`src/rtl/dptr_pkg.sv`:
```
package dptr_pkg;
  typedef enum logic [2:0] {
    SFR_P0_LO = 3'd0,
    SFR_P0_HI = 3'd1,
    SFR_P1_LO = 3'd2,
    SFR_P1_HI = 3'd3,
    SFR_CTRL  = 3'd4
  } sfr_sel_e;

  localparam int CTRL_SEL_BIT  = 0;
  localparam int CTRL_TOG_BIT  = 5;
  localparam int CTRL_DIR0_BIT = 6;
endpackage

```
`src/rtl/dptr_word.sv`:
```
module dptr_word #(
  parameter int BYTE_W = 8,
  parameter int NB     = 2,
  localparam int PTR_W = BYTE_W * NB,
  localparam int BI_W  = (NB > 1) ? $clog2(NB) : 1
) (
  input  logic              clk_i,
  input  logic              rst_ni,
  input  logic              wr_en_i,
  input  logic [BI_W-1:0]   wr_byte_i,
  input  logic [BYTE_W-1:0] wr_data_i,
  input  logic              step_en_i,
  input  logic              step_dn_i,
  output logic [PTR_W-1:0]  ptr_o
);
  logic [PTR_W-1:0] ptr_q, ptr_d;

  always_comb begin
    ptr_d = ptr_q;
    if (wr_en_i) begin
      // byte write wins over a step
      for (int b = 0; b < NB; b++) begin
        if (wr_byte_i == BI_W'(b)) ptr_d[b*BYTE_W +: BYTE_W] = wr_data_i;
      end
    end else if (step_en_i) begin
      ptr_d = step_dn_i ? ptr_q - PTR_W'(1) : ptr_q + PTR_W'(1);
    end
  end

  always_ff @(posedge clk_i or negedge rst_ni) begin
    if (!rst_ni) ptr_q <= '0;
    else         ptr_q <= ptr_d;
  end

  assign ptr_o = ptr_q;
endmodule

```
`src/rtl/dptr_ctrl.sv`:
```
module dptr_ctrl
  import dptr_pkg::*;
#(
  parameter int BYTE_W  = 8,
  parameter int NUM_PTR = 2
) (
  input  logic               clk_i,
  input  logic               rst_ni,
  input  logic               wr_en_i,
  input  logic [BYTE_W-1:0]  wr_data_i,
  input  logic               inc_ctrl_i,
  input  logic               dptr_op_i,
  output logic               sel_o,
  output logic               tog_o,
  output logic [NUM_PTR-1:0] dir_o,
  output logic [BYTE_W-1:0]  rd_o
);
  logic               sel_q, tog_q;
  logic [NUM_PTR-1:0] dir_q;
  logic               flip;

  // both flip sources in one cycle cancel out
  assign flip = inc_ctrl_i ^ (dptr_op_i & tog_q);

  always_ff @(posedge clk_i or negedge rst_ni) begin
    if (!rst_ni) begin
      sel_q <= 1'b0;
      tog_q <= 1'b0;
      dir_q <= '0;
    end else if (wr_en_i) begin
      sel_q <= wr_data_i[CTRL_SEL_BIT];
      tog_q <= wr_data_i[CTRL_TOG_BIT];
      dir_q <= wr_data_i[CTRL_DIR0_BIT +: NUM_PTR];
    end else if (flip) begin
      sel_q <= ~sel_q;
    end
  end

  always_comb begin
    rd_o = '0;
    rd_o[CTRL_SEL_BIT]             = sel_q;
    rd_o[CTRL_TOG_BIT]             = tog_q;
    rd_o[CTRL_DIR0_BIT +: NUM_PTR] = dir_q;
  end

  assign sel_o = sel_q;
  assign tog_o = tog_q;
  assign dir_o = dir_q;
endmodule

```
`src/rtl/dptr_pair.sv`:
```
module dptr_pair
  import dptr_pkg::*;
#(
  parameter int BYTE_W = 8,
  localparam int PTR_W  = 2 * BYTE_W,
  localparam int ADDR_W = 3
) (
  input  logic              clk_i,
  input  logic              rst_ni,
  input  logic              sfr_wr_i,
  input  logic [ADDR_W-1:0] sfr_addr_i,
  input  logic [BYTE_W-1:0] sfr_wdata_i,
  output logic [BYTE_W-1:0] sfr_rdata_o,
  input  logic              inc_dptr_i,
  input  logic              dptr_op_i,
  input  logic              inc_ctrl_i,
  output logic [PTR_W-1:0]  dptr_o
);
  localparam int NUM_PTR = 2;

  logic [PTR_W-1:0]   ptr_q [NUM_PTR];
  logic               sel, tog;
  logic [NUM_PTR-1:0] dir;
  logic [BYTE_W-1:0]  ctrl_rd;
  logic               ctrl_wr;

  assign ctrl_wr = sfr_wr_i && (sfr_addr_i == SFR_CTRL);

  dptr_ctrl #(.BYTE_W(BYTE_W), .NUM_PTR(NUM_PTR)) ctrl_i (
    .clk_i      (clk_i),
    .rst_ni     (rst_ni),
    .wr_en_i    (ctrl_wr),
    .wr_data_i  (sfr_wdata_i),
    .inc_ctrl_i (inc_ctrl_i),
    .dptr_op_i  (dptr_op_i),
    .sel_o      (sel),
    .tog_o      (tog),
    .dir_o      (dir),
    .rd_o       (ctrl_rd)
  );

  for (genvar k = 0; k < NUM_PTR; k++) begin : g_ptr
    logic wr_k;
    assign wr_k = sfr_wr_i && !sfr_addr_i[2] && (sfr_addr_i[1] == 1'(k));
    dptr_word #(.BYTE_W(BYTE_W), .NB(2)) word_i (
      .clk_i     (clk_i),
      .rst_ni    (rst_ni),
      .wr_en_i   (wr_k),
      .wr_byte_i (sfr_addr_i[0]),
      .wr_data_i (sfr_wdata_i),
      .step_en_i (inc_dptr_i && (sel == 1'(k))),
      .step_dn_i (dir[k]),
      .ptr_o     (ptr_q[k])
    );
  end

  always_comb begin
    unique case (sfr_addr_i)
      SFR_P0_LO: sfr_rdata_o = ptr_q[0][BYTE_W-1:0];
      SFR_P0_HI: sfr_rdata_o = ptr_q[0][PTR_W-1:BYTE_W];
      SFR_P1_LO: sfr_rdata_o = ptr_q[1][BYTE_W-1:0];
      SFR_P1_HI: sfr_rdata_o = ptr_q[1][PTR_W-1:BYTE_W];
      SFR_CTRL:  sfr_rdata_o = ctrl_rd;
      default:   sfr_rdata_o = '0;
    endcase
  end

  assign dptr_o = sel ? ptr_q[1] : ptr_q[0];
endmodule

```
`config.mk`:
```
export PLATFORM = sky130hd
export DESIGN_NAME = dptr_pair
export DESIGN_NICKNAME = d
export VERILOG_FILES = /design/src/rtl/dptr_pkg.sv /design/src/rtl/dptr_word.sv /design/src/rtl/dptr_ctrl.sv /design/src/rtl/dptr_pair.sv
export SDC_FILE = /design/constraint.sdc
export NUM_CORES = 1
export LEC_CHECK = 0
export BUFFER_PORTS_ARGS = -buffer_cell sky130_fd_sc_hd__buf_2
export CORE_ASPECT_RATIO = 1.4
export CORE_MARGIN = 1
export CORE_UTILIZATION = 49
export DETAILED_ROUTE_END_ITERATION = 8
export PLACE_DENSITY = 0.74
export SYNTH_ARGS = -nofsm -noshare
export SYNTH_HDL_FRONTEND = slang
export SYNTH_HIERARCHICAL = 1
export SYNTH_SLANG_ARGS = --single-unit
```
`constraint.sdc`:
```
create_clock -name clk_i -period 3.3 [get_ports clk_i]
set_input_delay 0.165 -clock clk_i [delete_from_list [all_inputs] [get_ports clk_i]]
set_output_delay 0.165 -clock clk_i [all_outputs]
set_load 0.01 [all_outputs]
```
==> results.txt <==
- TritonCTS built the clock tree.
* Global-route wire length before repair: 18500 um
- Clock-pin slew was measured on the worst setup and hold paths at 0.07 ns.
* Number of clock buffers inserted by TritonCTS: 5
- Of the total synthesized cell area, the portion taken by AND, OR, NAND and NOR gates is 0.183.
- Parity-gate share of the synthesized area counting xor and xnor cells: 0.0474
- Predominant post-synthesis flop cell: sky130_fd_sc_hd__dfrtp_1
* Number of nets in the final layout: 541
- Of the total power, combinational logic draws 0.683.
- The number of antenna diodes in the final layout is 0.
* Number of sinks handled by clock tree synthesis: 36
- After the first detailed-routing iteration, the DRC count stood at 301.
- The cell count after synthesis came out at 466.
- Proportion of layout cells with a drive suffix above 1: 0.190
* Number of routed nets with antenna violations: 0
- The post-synthesis compound-gate area fraction was 0.260.
- In this run the worst path has a maximum fanout of 18.
* Bufs and invs on worst path: 0
* H-Tree Depth: 2
- Sequential-to-total area share from yosys stat: 0.232
- Derived from the worst setup path, the maximum achievable clock frequency is 392 MHz.
- Yosys warns: 6
- Family with the most delay on the worst path: compound AO/OA/AOI/OAI gates
- Row cnt: 38
* Required time of the worst setup path: 3.54 ns
- Clk buf depth: 2
- Area grow syn2layout: 8.06%
* Remaining global-route overflow: 0
- Highest ir drop seen on vdd: 476 uV
- The critical path crosses 7 cells after its start point.
* Final setup fails: 0
* Worst Reg-to-Reg Cells: 7
- In the final routed layout, each cell accounts on average for 19.5 um.
* Register-to-Register Setup Slack: 0.75 ns
* Longest individual stage delay on the worst path: 0.65 ns
- Half-perimeter wire length after detailed placement: 8910 um
* Antenna violations before repair: 0
- The setup path with the least slack is of type reg -> reg.
- Summing every instance area after synthesis gives 3880 um^2.
* Setup repair after global routing missed its margin: false
- Finished Layout Cells: 595
- The worst hold path passes through 3 cells.
- Including well taps, the total number of placed cells is 586.
- RePlAce Congestion: 0.954
- Mean instance size in the synthesized netlist: 8.33 um^2
- Path category of the worst min-delay check: in -> reg
- Number of top-level pins: 41
- Main combinational cell family by area after synthesis: compound AO/OA/AOI/OAI gates
- Number of different library cells in the post-synthesis netlist: 67
- Clock power frac: 0.079
* Skew final: 0.00450 ns
* Power per unit of standard cell area: 1040 nW/um^2
- Setup total negative slack on the finished layout was measured at 0 ns.
- The tree is rooted in a sky130_fd_sc_hd__clkbuf_8.
- The first TritonRoute pass finished after 5 iterations.
* Register bit total from synthesis: 36
- Share of the clock period used by the worst path after layout: 0.773
- Transition time at the pin with the least slew margin: 0.869 ns
- Critical Path End Type: flip-flop
* Vias in the first global route: 3664
- In the routed design, unresolved DRC markers number 0.
* Clock network latency to the later pin of the worst-skew pair: 0.30 ns
- Adder-cell share of the synthesized area: 0.101
* Switching power as a share of total power: 0.507
- The count of buffers added on input and output ports is 40.
- Initial cell density of the core: 0.504
- Share of the core filled with cells in the final layout: 0.544
- Worst path arrival time: 2.79 ns
* DR vias: 3794
- The die is 77.2 um wide.
- The hold violation total from the final report came to 0.
- The internal portion of the total power is 2150 uW.
- Max-slew violations: 0
- After floorplanning, the core was sized to cover 7700 um^2.
* Gr usage total: 0.291
* Status: finished clean
* Series of cell instances along the critical path: ha_1 > o211ai_2 > o21ai_1 > nand4_1 > a21oi_1 > mux2_2 > nor2_1
* Largest net degree at the start of global routing: 37
* Most common library cell in the layout ignoring fill and taps: sky130_fd_sc_hd__nand2_1
- Commonest non-fill, non-tap cells in the layout: 53 x sky130_fd_sc_hd__nand2_1, 43 x sky130_fd_sc_hd__a21oi_1, 40 x sky130_fd_sc_hd__buf_2
* Multiplexer share of the synthesized area: 0.126
* Fraction of synthesized cell area taken by the top area cell type: 0.232
- Switching component of the power: 2210 uW
* Total wirelength of the detailed-routed design: 11600 um
- Reported max-cap violation count: 0
- Top area cells in the synthesized netlist: sky130_fd_sc_hd__dfrtp_1 23%, sky130_fd_sc_hd__ha_1 9.0%, sky130_fd_sc_hd__a21oi_1 5.5%
- For this design the static power due to leakage is 0.00183 uW.
- Vertical extent of the die: 107 um
* Share of flip-flops with an asynchronous set or reset after synthesis: 1.00
- Using the TritonRoute via totals, the vias-per-cell ratio works out to 6.38.
* Worst rel slew slack: 0.421
- The worst setup path is launched from a flip-flop.
- For the finished layout, the period the worst path requires is 2.55 ns.
- Portion of total power attributed to sequential cells: 0.238
- Yosys mapped a number of flops with a built-in enable equal to 0.
- On the critical path, the stage with the largest delay is an instance of sky130_fd_sc_hd__dfrtp_1.
- Overall die area: 8280 um^2
- The biggest area contributor in the post-synthesis netlist is sky130_fd_sc_hd__dfrtp_1.
-- layer usage --
metal	global-route usage	vias to the layer above	share of wire
met5	0	-	0
met4	0.181	0	0.054
met3	0.0398	45	0.047
met2	0.518	145	0.51
met1	0.326	1809	0.39
li1	-	1795	-
-- path summary, 6_finish.rpt --
path,startpoint,endpoint
hold / removal,sfr_wdata_i[3],g_ptr[0].word_i/ptr_o[11]
min in group asynchronous,rst_ni,g_ptr[1].word_i/ptr_o[0]
setup / recovery,ctrl_i/dir_o[0],g_ptr[0].word_i/ptr_o[13]
hold reg to reg,ctrl_i/tog_o,ctrl_i/tog_o
max in group asynchronous,rst_ni,ctrl_i/sel_o
setup reg to reg,ctrl_i/dir_o[0],g_ptr[0].word_i/ptr_o[13]
-- worst register-to-register path, cell delays in order (launching register included) --
cell	delay, ns
sky130_fd_sc_hd__dfrtp_1	0.65
sky130_fd_sc_hd__ha_1	0.56
sky130_fd_sc_hd__o211ai_2	0.14
sky130_fd_sc_hd__o21ai_1	0.30
sky130_fd_sc_hd__nand4_1	0.19
sky130_fd_sc_hd__a21oi_1	0.22
sky130_fd_sc_hd__mux2_2	0.35
sky130_fd_sc_hd__nor2_1	0.09
-- stage by stage --
step	area, um^2	total power, uW	hold slack [ns]	worst slack [ns]
after floorplan	3890	3210	-0.131	1.04
after global placement	4090	3890	0.316	0.878
after detailed placement	4090	3970	0.322	0.807
after CTS	4190	4330	0.190	0.769
after global routing	4190	4730	0.211	0.569
final	4190	4370	0.196	0.749
-- cell type report --
| class | instances | area (um^2) |
|---|---|---|
| fillers | 759 | 3510 |
| multi-input cells | 397 | 2800 |
| flip-flops and latches | 36 | 901 |
| repair buffers | 45 | 240 |
| well taps | 100 | 125 |
| clock buffers | 6 | 82.6 |
| inverters | 9 | 33.8 |
| clock inverters | 2 | 10.0 |
-- cells by family after synthesis --
kind of cell,count (synthesis)
simple gates,143
xor+xnor,21
compound gates,157
flops,36
mux,42
buf+inv,36
fa+ha+maj,30
other cells,1
-- synth_stat cells, types with 3 or more instances --
cell type	number
sky130_fd_sc_hd__o21ai_1	16
sky130_fd_sc_hd__o211ai_1	9
sky130_fd_sc_hd__a21oi_1	43
sky130_fd_sc_hd__a32oi_1	9
sky130_fd_sc_hd__a21o_1	6
sky130_fd_sc_hd__nand3_1	10
sky130_fd_sc_hd__mux2_4	8
sky130_fd_sc_hd__nand2_1	53
sky130_fd_sc_hd__or3_1	4
sky130_fd_sc_hd__a22oi_1	8
sky130_fd_sc_hd__dfrtp_1	36
sky130_fd_sc_hd__buf_4	10
sky130_fd_sc_hd__a211oi_1	3
sky130_fd_sc_hd__nor3_1	10
sky130_fd_sc_hd__mux2i_1	12
sky130_fd_sc_hd__and2_1	3
sky130_fd_sc_hd__o21a_1	5
sky130_fd_sc_hd__buf_2	6
sky130_fd_sc_hd__and3_1	6
sky130_fd_sc_hd__inv_1	9
sky130_fd_sc_hd__clkbuf_1	7
sky130_fd_sc_hd__nor2_1	25
sky130_fd_sc_hd__nor2b_1	5
sky130_fd_sc_hd__nor3b_1	3
sky130_fd_sc_hd__o221ai_1	3
sky130_fd_sc_hd__ha_1	28
sky130_fd_sc_hd__nand2b_1	3
sky130_fd_sc_hd__nand4_1	4
sky130_fd_sc_hd__xor2_1	8
sky130_fd_sc_hd__o21ai_0	31
sky130_fd_sc_hd__xnor2_1	13
sky130_fd_sc_hd__mux2_1	3
sky130_fd_sc_hd__mux2_2	19
-- power by group through the flow --
stage	sequential [uW]	clock [uW]	combinational, uW
4_1_cts	1020	347	2960
5_1_grt	1070	360	3310
2_1_floorplan	852	0	2360
3_5_place_dp	1030	0	2940
6_report	1040	344	2980
3_3_place_gp	1020	0	2870
-- what timing repair did --
action                                 4_1_cts  5_1_grt
endpoints found under the hold margin       17        0
gates resized for setup                      0        0
setup buffers                                0        0
hold buffers                                 1        0
-- flip-flops by register name, indices dropped and copies added, names as in the netlist --
| name | flops |
|---|---|
| g_ptr.word_i/ptr_o | 32 |
| ctrl_i/dir_o | 2 |
| ctrl_i/sel_o | 1 |
| ctrl_i/tog_o | 1 |
Note: power is estimated with default switching activity, not from simulation.
